`config.mk`:
```
export PLATFORM = sky130hd
export DESIGN_NAME = hash_flow_monitor
export DESIGN_NICKNAME = d
export VERILOG_FILES = /design/src/rtl/cfm_pkg.sv /design/src/rtl/cfm_graph_mem.sv /design/src/rtl/cfm_pick.sv /design/src/rtl/cfm_walker.sv /design/src/rtl/hash_flow_monitor.sv
export SDC_FILE = /design/constraint.sdc
export NUM_CORES = 2
export LEC_CHECK = 0
export BUFFER_PORTS_ARGS = -buffer_cell sky130_fd_sc_hd__buf_2
export CAP_MARGIN = 40
export CORE_AREA = 2 2 367 551
export CTS_CLUSTER_SIZE = 16
export DETAILED_ROUTE_END_ITERATION = 10
export DIE_AREA = 0 0 369 553
export MAX_ROUTING_LAYER = met4
export PLACE_DENSITY = 0.52
export REMOVE_ABC_BUFFERS = 1
export SKIP_CTS_REPAIR_TIMING = 1
export SYNTH_ARGS = -nofsm -noshare
export SYNTH_HDL_FRONTEND = slang
export SYNTH_SLANG_ARGS = --single-unit
export TNS_END_PERCENT = 1
```
`constraint.sdc`:
```
create_clock -name clk -period 4.4 [get_ports clk]
set_input_delay 0.88 -clock clk [delete_from_list [all_inputs] [get_ports clk]]
set_output_delay 0.88 -clock clk [all_outputs]
set_load 0.02 [all_outputs]
```
`src/rtl/cfm_pkg.sv`:
```
package cfm_pkg;
   typedef enum logic {
      WALK_RUN  = 1'b0,
      WALK_HOLD = 1'b1
   } walk_state_e;

   localparam int unsigned HASH_W_MAX = 8;
   localparam int unsigned IDX_W_MIN  = 2;
   localparam int unsigned IDX_W_MAX  = 10;
endpackage

```
`src/rtl/cfm_graph_mem.sv`:
```
module cfm_graph_mem #(
   parameter int unsigned HASH_W      = 4,
   parameter int unsigned IDX_W       = 6,
   parameter bit          CLEAR_ON_RST = 1'b1
) (
   input  logic                          clk,
   input  logic                          rst_n,
   input  logic                          wr_en,
   input  logic [IDX_W-1:0]              wr_addr,
   input  logic [HASH_W+2*IDX_W:0]       wr_data,
   input  logic [IDX_W-1:0]              rd_a_addr,
   input  logic [IDX_W-1:0]              rd_b_addr,
   output logic [HASH_W+2*IDX_W:0]       rd_a_data,
   output logic [HASH_W+2*IDX_W:0]       rd_b_data
);
   localparam int unsigned DEPTH = 1 << IDX_W;
   localparam int unsigned ENT_W = HASH_W + 2*IDX_W + 1;

   logic [ENT_W-1:0] store_q [DEPTH];

   generate
      if (CLEAR_ON_RST) begin : g_clear
         always_ff @(posedge clk) begin
            if (!rst_n) begin
               for (int i = 0; i < DEPTH; i++) store_q[i] <= '0;
            end else if (wr_en) begin
               store_q[wr_addr] <= wr_data;
            end
         end
      end else begin : g_keep
         always_ff @(posedge clk) begin
            if (wr_en) store_q[wr_addr] <= wr_data;
         end
      end
   endgenerate

   assign rd_a_data = store_q[rd_a_addr];
   assign rd_b_data = store_q[rd_b_addr];
endmodule

```
`src/rtl/cfm_pick.sv`:
```
module cfm_pick #(
   parameter int unsigned HASH_W         = 4,
   parameter int unsigned IDX_W          = 6,
   parameter bit          FALLTHRU_FIRST = 1'b1
) (
   input  logic [HASH_W+2*IDX_W:0] ent_a,
   input  logic [HASH_W+2*IDX_W:0] ent_b,
   input  logic                    b_live,
   input  logic [HASH_W-1:0]       hash,
   output logic                    hit,
   output logic                    sel_branch,
   output logic [IDX_W-1:0]        sel_next,
   output logic [IDX_W-1:0]        sel_tgt
);
   localparam int unsigned ENT_W = HASH_W + 2*IDX_W + 1;
   localparam int unsigned BR_B  = 2*IDX_W;

   logic              match_a, match_b, use_b;
   logic [ENT_W-1:0]  chosen;

   assign match_a = (ent_a[ENT_W-1 -: HASH_W] == hash);
   assign match_b = b_live && (ent_b[ENT_W-1 -: HASH_W] == hash);
   assign hit     = match_a || match_b;

   generate
      if (FALLTHRU_FIRST) begin : g_fall_first
         assign use_b = match_b && !match_a;
      end else begin : g_tgt_first
         assign use_b = match_b;
      end
   endgenerate

   assign chosen     = use_b ? ent_b : ent_a;
   assign sel_branch = chosen[BR_B];
   assign sel_next   = chosen[2*IDX_W-1 -: IDX_W];
   assign sel_tgt    = chosen[IDX_W-1:0];
endmodule

```
`src/rtl/cfm_walker.sv`:
```
module cfm_walker
   import cfm_pkg::*;
#(
   parameter int unsigned IDX_W = 6
) (
   input  logic             clk,
   input  logic             rst_n,
   input  logic             step_valid,
   input  logic             hit,
   input  logic             sel_branch,
   input  logic [IDX_W-1:0] sel_next,
   input  logic [IDX_W-1:0] sel_tgt,
   input  logic             rst_ack,
   output logic [IDX_W-1:0] cand_a,
   output logic [IDX_W-1:0] cand_b,
   output logic             b_live,
   output logic             alarm,
   output logic             core_rst
);
   walk_state_e state_q;

   function automatic logic [IDX_W-1:0] wrap_end(input logic [IDX_W-1:0] idx);
      return (&idx) ? '0 : idx;
   endfunction

   always_ff @(posedge clk) begin
      if (!rst_n) begin
         state_q <= WALK_RUN;
         cand_a  <= '0;
         cand_b  <= '0;
         b_live  <= 1'b0;
         alarm   <= 1'b0;
      end else begin
         alarm <= 1'b0;
         unique case (state_q)
            WALK_RUN: begin
               if (step_valid) begin
                  if (hit) begin
                     cand_a <= wrap_end(sel_next);
                     b_live <= sel_branch;
                     if (sel_branch) cand_b <= wrap_end(sel_tgt);
                  end else begin
                     alarm   <= 1'b1;
                     state_q <= WALK_HOLD;
                  end
               end
            end
            WALK_HOLD: begin
               if (rst_ack) begin
                  state_q <= WALK_RUN;
                  cand_a  <= '0;
                  b_live  <= 1'b0;
               end
            end
            default: state_q <= WALK_RUN;
         endcase
      end
   end

   assign core_rst = (state_q == WALK_HOLD);
endmodule

```
`src/rtl/hash_flow_monitor.sv`:
```
module hash_flow_monitor #(
   parameter int unsigned HASH_W         = 4,
   parameter int unsigned IDX_W          = 6,
   parameter bit          FALLTHRU_FIRST = 1'b1,
   parameter bit          CLEAR_ON_RST   = 1'b1
) (
   input  logic              clk,
   input  logic              rst_n,
   input  logic              step_valid_i,
   input  logic [HASH_W-1:0] step_hash_i,
   input  logic              wr_en_i,
   input  logic [IDX_W-1:0]  wr_addr_i,
   input  logic [HASH_W-1:0] wr_hash_i,
   input  logic              wr_branch_i,
   input  logic [IDX_W-1:0]  wr_next_i,
   input  logic [IDX_W-1:0]  wr_target_i,
   input  logic              core_rst_ack_i,
   output logic              alarm_o,
   output logic              core_rst_o
);
   localparam int unsigned ENT_W = HASH_W + 2*IDX_W + 1;

   generate
      if (HASH_W < 1 || HASH_W > cfm_pkg::HASH_W_MAX) begin : g_bad_hash
         $error("hash_flow_monitor: HASH_W out of range");
      end
      if (IDX_W < cfm_pkg::IDX_W_MIN || IDX_W > cfm_pkg::IDX_W_MAX) begin : g_bad_idx
         $error("hash_flow_monitor: IDX_W out of range");
      end
   endgenerate

   logic [ENT_W-1:0] wr_ent, ent_a, ent_b;
   logic [IDX_W-1:0] cand_a, cand_b, sel_next, sel_tgt;
   logic             b_live, hit, sel_branch;

   assign wr_ent = {wr_hash_i, wr_branch_i, wr_next_i, wr_target_i};

   cfm_graph_mem #(
      .HASH_W(HASH_W), .IDX_W(IDX_W), .CLEAR_ON_RST(CLEAR_ON_RST)
   ) graph_i (
      .clk(clk), .rst_n(rst_n),
      .wr_en(wr_en_i), .wr_addr(wr_addr_i), .wr_data(wr_ent),
      .rd_a_addr(cand_a), .rd_b_addr(cand_b),
      .rd_a_data(ent_a), .rd_b_data(ent_b)
   );

   cfm_pick #(
      .HASH_W(HASH_W), .IDX_W(IDX_W), .FALLTHRU_FIRST(FALLTHRU_FIRST)
   ) pick_i (
      .ent_a(ent_a), .ent_b(ent_b), .b_live(b_live), .hash(step_hash_i),
      .hit(hit), .sel_branch(sel_branch), .sel_next(sel_next), .sel_tgt(sel_tgt)
   );

   cfm_walker #(.IDX_W(IDX_W)) walk_i (
      .clk(clk), .rst_n(rst_n), .step_valid(step_valid_i), .hit(hit),
      .sel_branch(sel_branch), .sel_next(sel_next), .sel_tgt(sel_tgt),
      .rst_ack(core_rst_ack_i),
      .cand_a(cand_a), .cand_b(cand_b), .b_live(b_live),
      .alarm(alarm_o), .core_rst(core_rst_o)
   );
endmodule

```
=== Yosys cells after proc, flatten, opt, wreduce, memory -nomap -nowiden ===
Memories as Yosys holds them, arrays and structs flattened. A register that Yosys moved wholly into a read port is not among the register bits.
Cells that the tools add are included.

* Equality and inequality tests: 5
* Multiplexer cells: 26
* Bitwise logic cells: 2
* Reductions and logical operators: 10

{| class="wikitable"
|+ Operator list
! operator !! number
|-
| $mux 6 || 10
|-
| $mux 17 || 1
|-
| $reduce_or 17->1 || 1
|-
| $mux 13 || 1
|-
| $pmux 6 s2 || 1
|-
| $reduce_and 6->1 || 2
|-
| $mux 1 || 11
|-
| $eq 4x4->1 || 2
|-
| $ne 2x2->1 const B || 3
|-
| $pmux 1 s2 || 2
|-
| $reduce_and 4->1 || 1
|-
| $reduce_and 3->1 || 1
|-
| $logic_and 1x1->1 || 2
|-
| $not 1->1 || 2
|-
| $reduce_or 2->1 || 1
|-
| $logic_not 1->1 || 1
|-
| $logic_or 1x1->1 || 1
|}

* Register bits after elaboration: 15
* Memory bits (writable): 1,088
* Input bits: 32
* Output and inout port bits: 2
* Logic and storage cells: 49
* Memories: 1

{| class="wikitable"
|+ Memories
! name !! depth !! width !! rd ports !! clocked after memory_dff !! write ports !! RTL line !! text
|-
| graph_i.store_q || 64 || 17 || 2 || 2 || 64 || cfm_graph_mem.sv:19 || <nowiki>logic [ENT_W-1:0] store_q [DEPTH];</nowiki>
|}

=== Longest topological paths before layout ===
* Word-level depth: 11
* Gate-level depth with buffers: 15
* Depth with buffers taken out: 10

=== Cells and area by module ===
From an unflattened synthesis, not the netlist that was laid out.

* Cells, all modules: 3,982
* Area, all modules: 59,537.1 um^2

{| class="wikitable"
|+ By module, submodules not included
! module !! instances !! cells an instance !! area each (um^2) !! seq. area each (um^2)
|-
| cfm_graph_mem || 1 || 3,891 || 58,596.2 || 32,671.3
|-
| cfm_walker || 1 || 64 || 636.9 || 300.3
|-
| cfm_pick || 1 || 27 || 304.0 || 0.0
|}

=== Worst setup path after synthesis ===
Ideal clock, no wire load.

* Path type: input to register
* From: input wr_addr_i[1]
* To: memory graph_i.store_q[28][0] (netlist name), enable pin
* Library setup time: 0.415 ns
* Data arrival time: 3.309 ns
* Required time: 3.985 ns
* Path slack: 0.676 ns
* Stages on the path: 5
* Path buffers: 2
* Cell sequence: clkbuf_1 -> or3b_2 -> or2_2 -> clkbuf_1 -> o21ai_0

{| class="wikitable"
|+ RTL lines
! item !! RTL line !! text
|-
| start: declaration || hash_flow_monitor.sv:12 || <nowiki>input logic [IDX_W-1:0] wr_addr_i,</nowiki>
|-
| end: declaration || cfm_graph_mem.sv:19 ||
|}

==> impl_metrics.csv <==
group,metric,value,unit
yosys,ys_async_sr_fraction,0,
route,routedWlPerCell,34.6,um
timing,setup_slack,0.179,ns
yosys,netlist_area,59500,um2
yosys,synth_edf_count,1088,
global_routing,antenna_found_initial,34,
yosys,synth-seq-area-share,0.558,
route,routed_wl,228000,um
timing,layout_min_cycle_time,4.22,ns
power_and_ir_drop,powerDensity,360,nW/um2
timing,slew_headroom,0.409,
run_status,outcome,"completed",
timing,hold_viol,0,
setup_path,cp-end-kind,"flop",
power_and_ir_drop,power_frac_seq,0.510,
yosys,post-synth-top-count-cell,"and2_1",
timing,skew,0.0445,ns
route,firstDrtPassIters,6,
floorplanning,coreArea,199000,um2
flow_run,drv_cap,0,
yosys,yosysWarnings,0,
timing,rsz0062_at_grt,"no",
global_routing,gr-total-overflow,0,
clock_network,ctsRootBufferMaster,"clkbuf_16",
power_and_ir_drop,internal_power,18.4,mW
yosys,yosys.area.top_type_share,0.549,
floorplanning,core.rowCount,201,
route,drc_errors,0,
global_routing,grt_max_degree,65,
place,io_buffers,33,
setup_path,crit_fanout,23,
route,vias,35297,
clock_network,clock_path_buffers,3,
power_and_ir_drop,leakagePower,21.6,nW
floorplanning,die-height,553,um
clock_network,cts_made_buffers,110,
place,gp_congestion,1.04,
power_and_ir_drop,ir_worst_vdd,0.300,mV
setup_path,cp.required,5.08,ns
power_and_ir_drop,combPwrFrac,0.097,
floorplanning,die-area,204000,um2
yosys,synth_area_leaders,"edfxtp_1, mux4_2, and2_1, clkbuf_1, mux2i_1",
clock_network,cts_tree,"done",
yosys,synthCells,3754,
yosys,synth_seq_cells,1115,
clock_network,htreeDepth,3,
setup_path,path_class,"reg -> reg",
setup_path,cp.arrival,4.90,ns
route,drtIter0Drc,3704,
timing,final_max_slew_viol_count,0,
route,ant_nets,0,
yosys,synthTopCellsByCount,"and2_1, edfxtp_1, mux4_2",
route,via_per_inst,5.35,
timing,worst_slew_pin_slew,0.887,ns
cells_and_area,area_growth,14.4,%
global_routing,grt_pass1_vias,36843,
power_and_ir_drop,clkPwrFrac,0.394,
cells_and_area,nets,3862,
floorplanning,die_x,369,um
yosys,avgSynthCellArea,15.9,um2
yosys,yosysTopAreaCell,"edfxtp_1",
cells_and_area,fillers,19088,
power_and_ir_drop,p_sw,6.19,mW
timing,setup_viol,0,
power_and_ir_drop,netSwitchingFraction,0.252,
clock_network,path_clk_slew,0.07,ns
setup_path,start_kind,"flop",
place,dp_hpwl,166000,um
min_path,hp-class,"in -> reg",
clock_network,clk_latency,0.76,ns
power_and_ir_drop,total_power,24.6,mW
floorplanning,num_io_pins,34,
floorplanning,start_util,0.299,
yosys,synthFlopType,"edfxtp_1",
global_routing,grt_pass1_wl,313000,um
clock_network,cts.sinks,1115,
global_routing,globalRouteTotalUtil,0.229,
cells_and_area,post-route-util,0.342,
yosys,yosys.cell_types.count,63,
timing,timing.fmax,237,MHz
timing,min_period_over_period,0.959,
place,place_ws,0.150,ns
cells_and_area,drive_above_1_share,0.321,
## sequential cells by signal, indices dropped and copies added, names as in the netlist, named ones only
signal           cells
walk_i.cand_a        6
walk_i.cand_b        6
walk_i.alarm         1
walk_i.core_rst      1
graph_i.store_q   1088
walk_i.b_live        1
## worst max-delay path, stage by stage (launching register included)
cell      delay (ns)
dfxtp_4         0.74
buf_12          0.27
buf_4           0.31
mux2i_1         0.45
nand2_1         0.14
a21oi_1         0.29
o22a_1          0.21
xnor2_1         0.09
or4_4           0.59
mux2i_2         0.18
a21boi_1        0.58
a22o_1          0.27
## power by group through the flow
stage	sequential [mW]	combinational (mW)	clock (mW)
after floorplan	12.7	1.17	0
after global placement	12.7	2.33	0
after detailed placement	12.7	2.36	0
after CTS	12.5	2.37	9.81
after global routing	12.6	2.40	10.2
final	12.5	2.37	9.67
## cells in the final DEF, fill, tap and decap left out, drive strengths merged, types with 3 or more instances in the layout
cell and n:
clkbuf 129, o211ai 6, o21ai 73, edfxtp 1088
or2 5, bufinv 10, o2111a 3, mux2 23
and2 1091, nand2b 14, nor2 78, or3 9
clkinv 54, a22o 14, mux2i 82, dfxtp 27
clkinvlp 9, nand2 49, nand3b 8, nand3 14
a22oi 35, o221ai 3, nor2b 19, buf 348
nor3 6, o22ai 10, diode 31, a31oi 8
and3 4, mux4 636, a21oi 14, inv 9
nand4 6, a211oi 3
## stage by stage
step	TNS [ns]	hold WS [ns]	instances	area, um2
global route	0	0.453	6585	68100
floorplan	-244.86	0.443	3370	57800
global placement	0	0.454	6345	64300
detailed placement	0	0.458	6357	64500
CTS	0	0.412	6562	68100
finish	0	0.449	6593	68100
## worst paths after layout
| path | start | endpoint | slack, ns | cells after the start |
|---|---|---|---|---|
| worst min-delay path | core_rst_ack_i | walk_i.core_rst | 0.45 | 3 |
| worst max register to register | flop | flop | 0.18 | 11 |
| worst min register to register | walk_i.cand_a[2] | flop | 0.46 | 1 |
| worst max-delay path | flop | flop | 0.18 | 11 |
## area by class of cell
class,count,area (um2),share of cell area
flip-flops and latches,1115,33200,0.488
multi-input cells,2249,24900,0.365
well taps,2639,3300,0.0485
repair buffers,348,3070,0.0451
clock buffers,129,2890,0.0424
clock inverters,76,687,0.0101
diodes,31,77.6,0.00114
inverters,6,22.5,0.000330
## cells by family (layout without fill, tap and decap cells)
kind of cell / count (synthesis) / count (layout) / share of synthesized area
simple gates: 1312 / 1312 / 0.133
flops: 1115 / 1115 / 0.558
mux: 741 / 741 / 0.259
buf+inv: 390 / 559 / 0.0291
compound gates: 192 / 192 / 0.0212
xor+xnor: 4 / 4 / 0.000588
other cells: 0 / 31 / 0
## metal layers
metal  vias up  part of all wire  global-route usage  wire, um
li1      14756                 -                   -         -
met2      1241              0.52               0.393    119000
met3       390             0.050              0.0285     11300
met1     18910              0.34               0.241     77700
met5         -                 0                   -         0
met4         0             0.087               0.172     19800
Power figures use the tool's default switching activity.
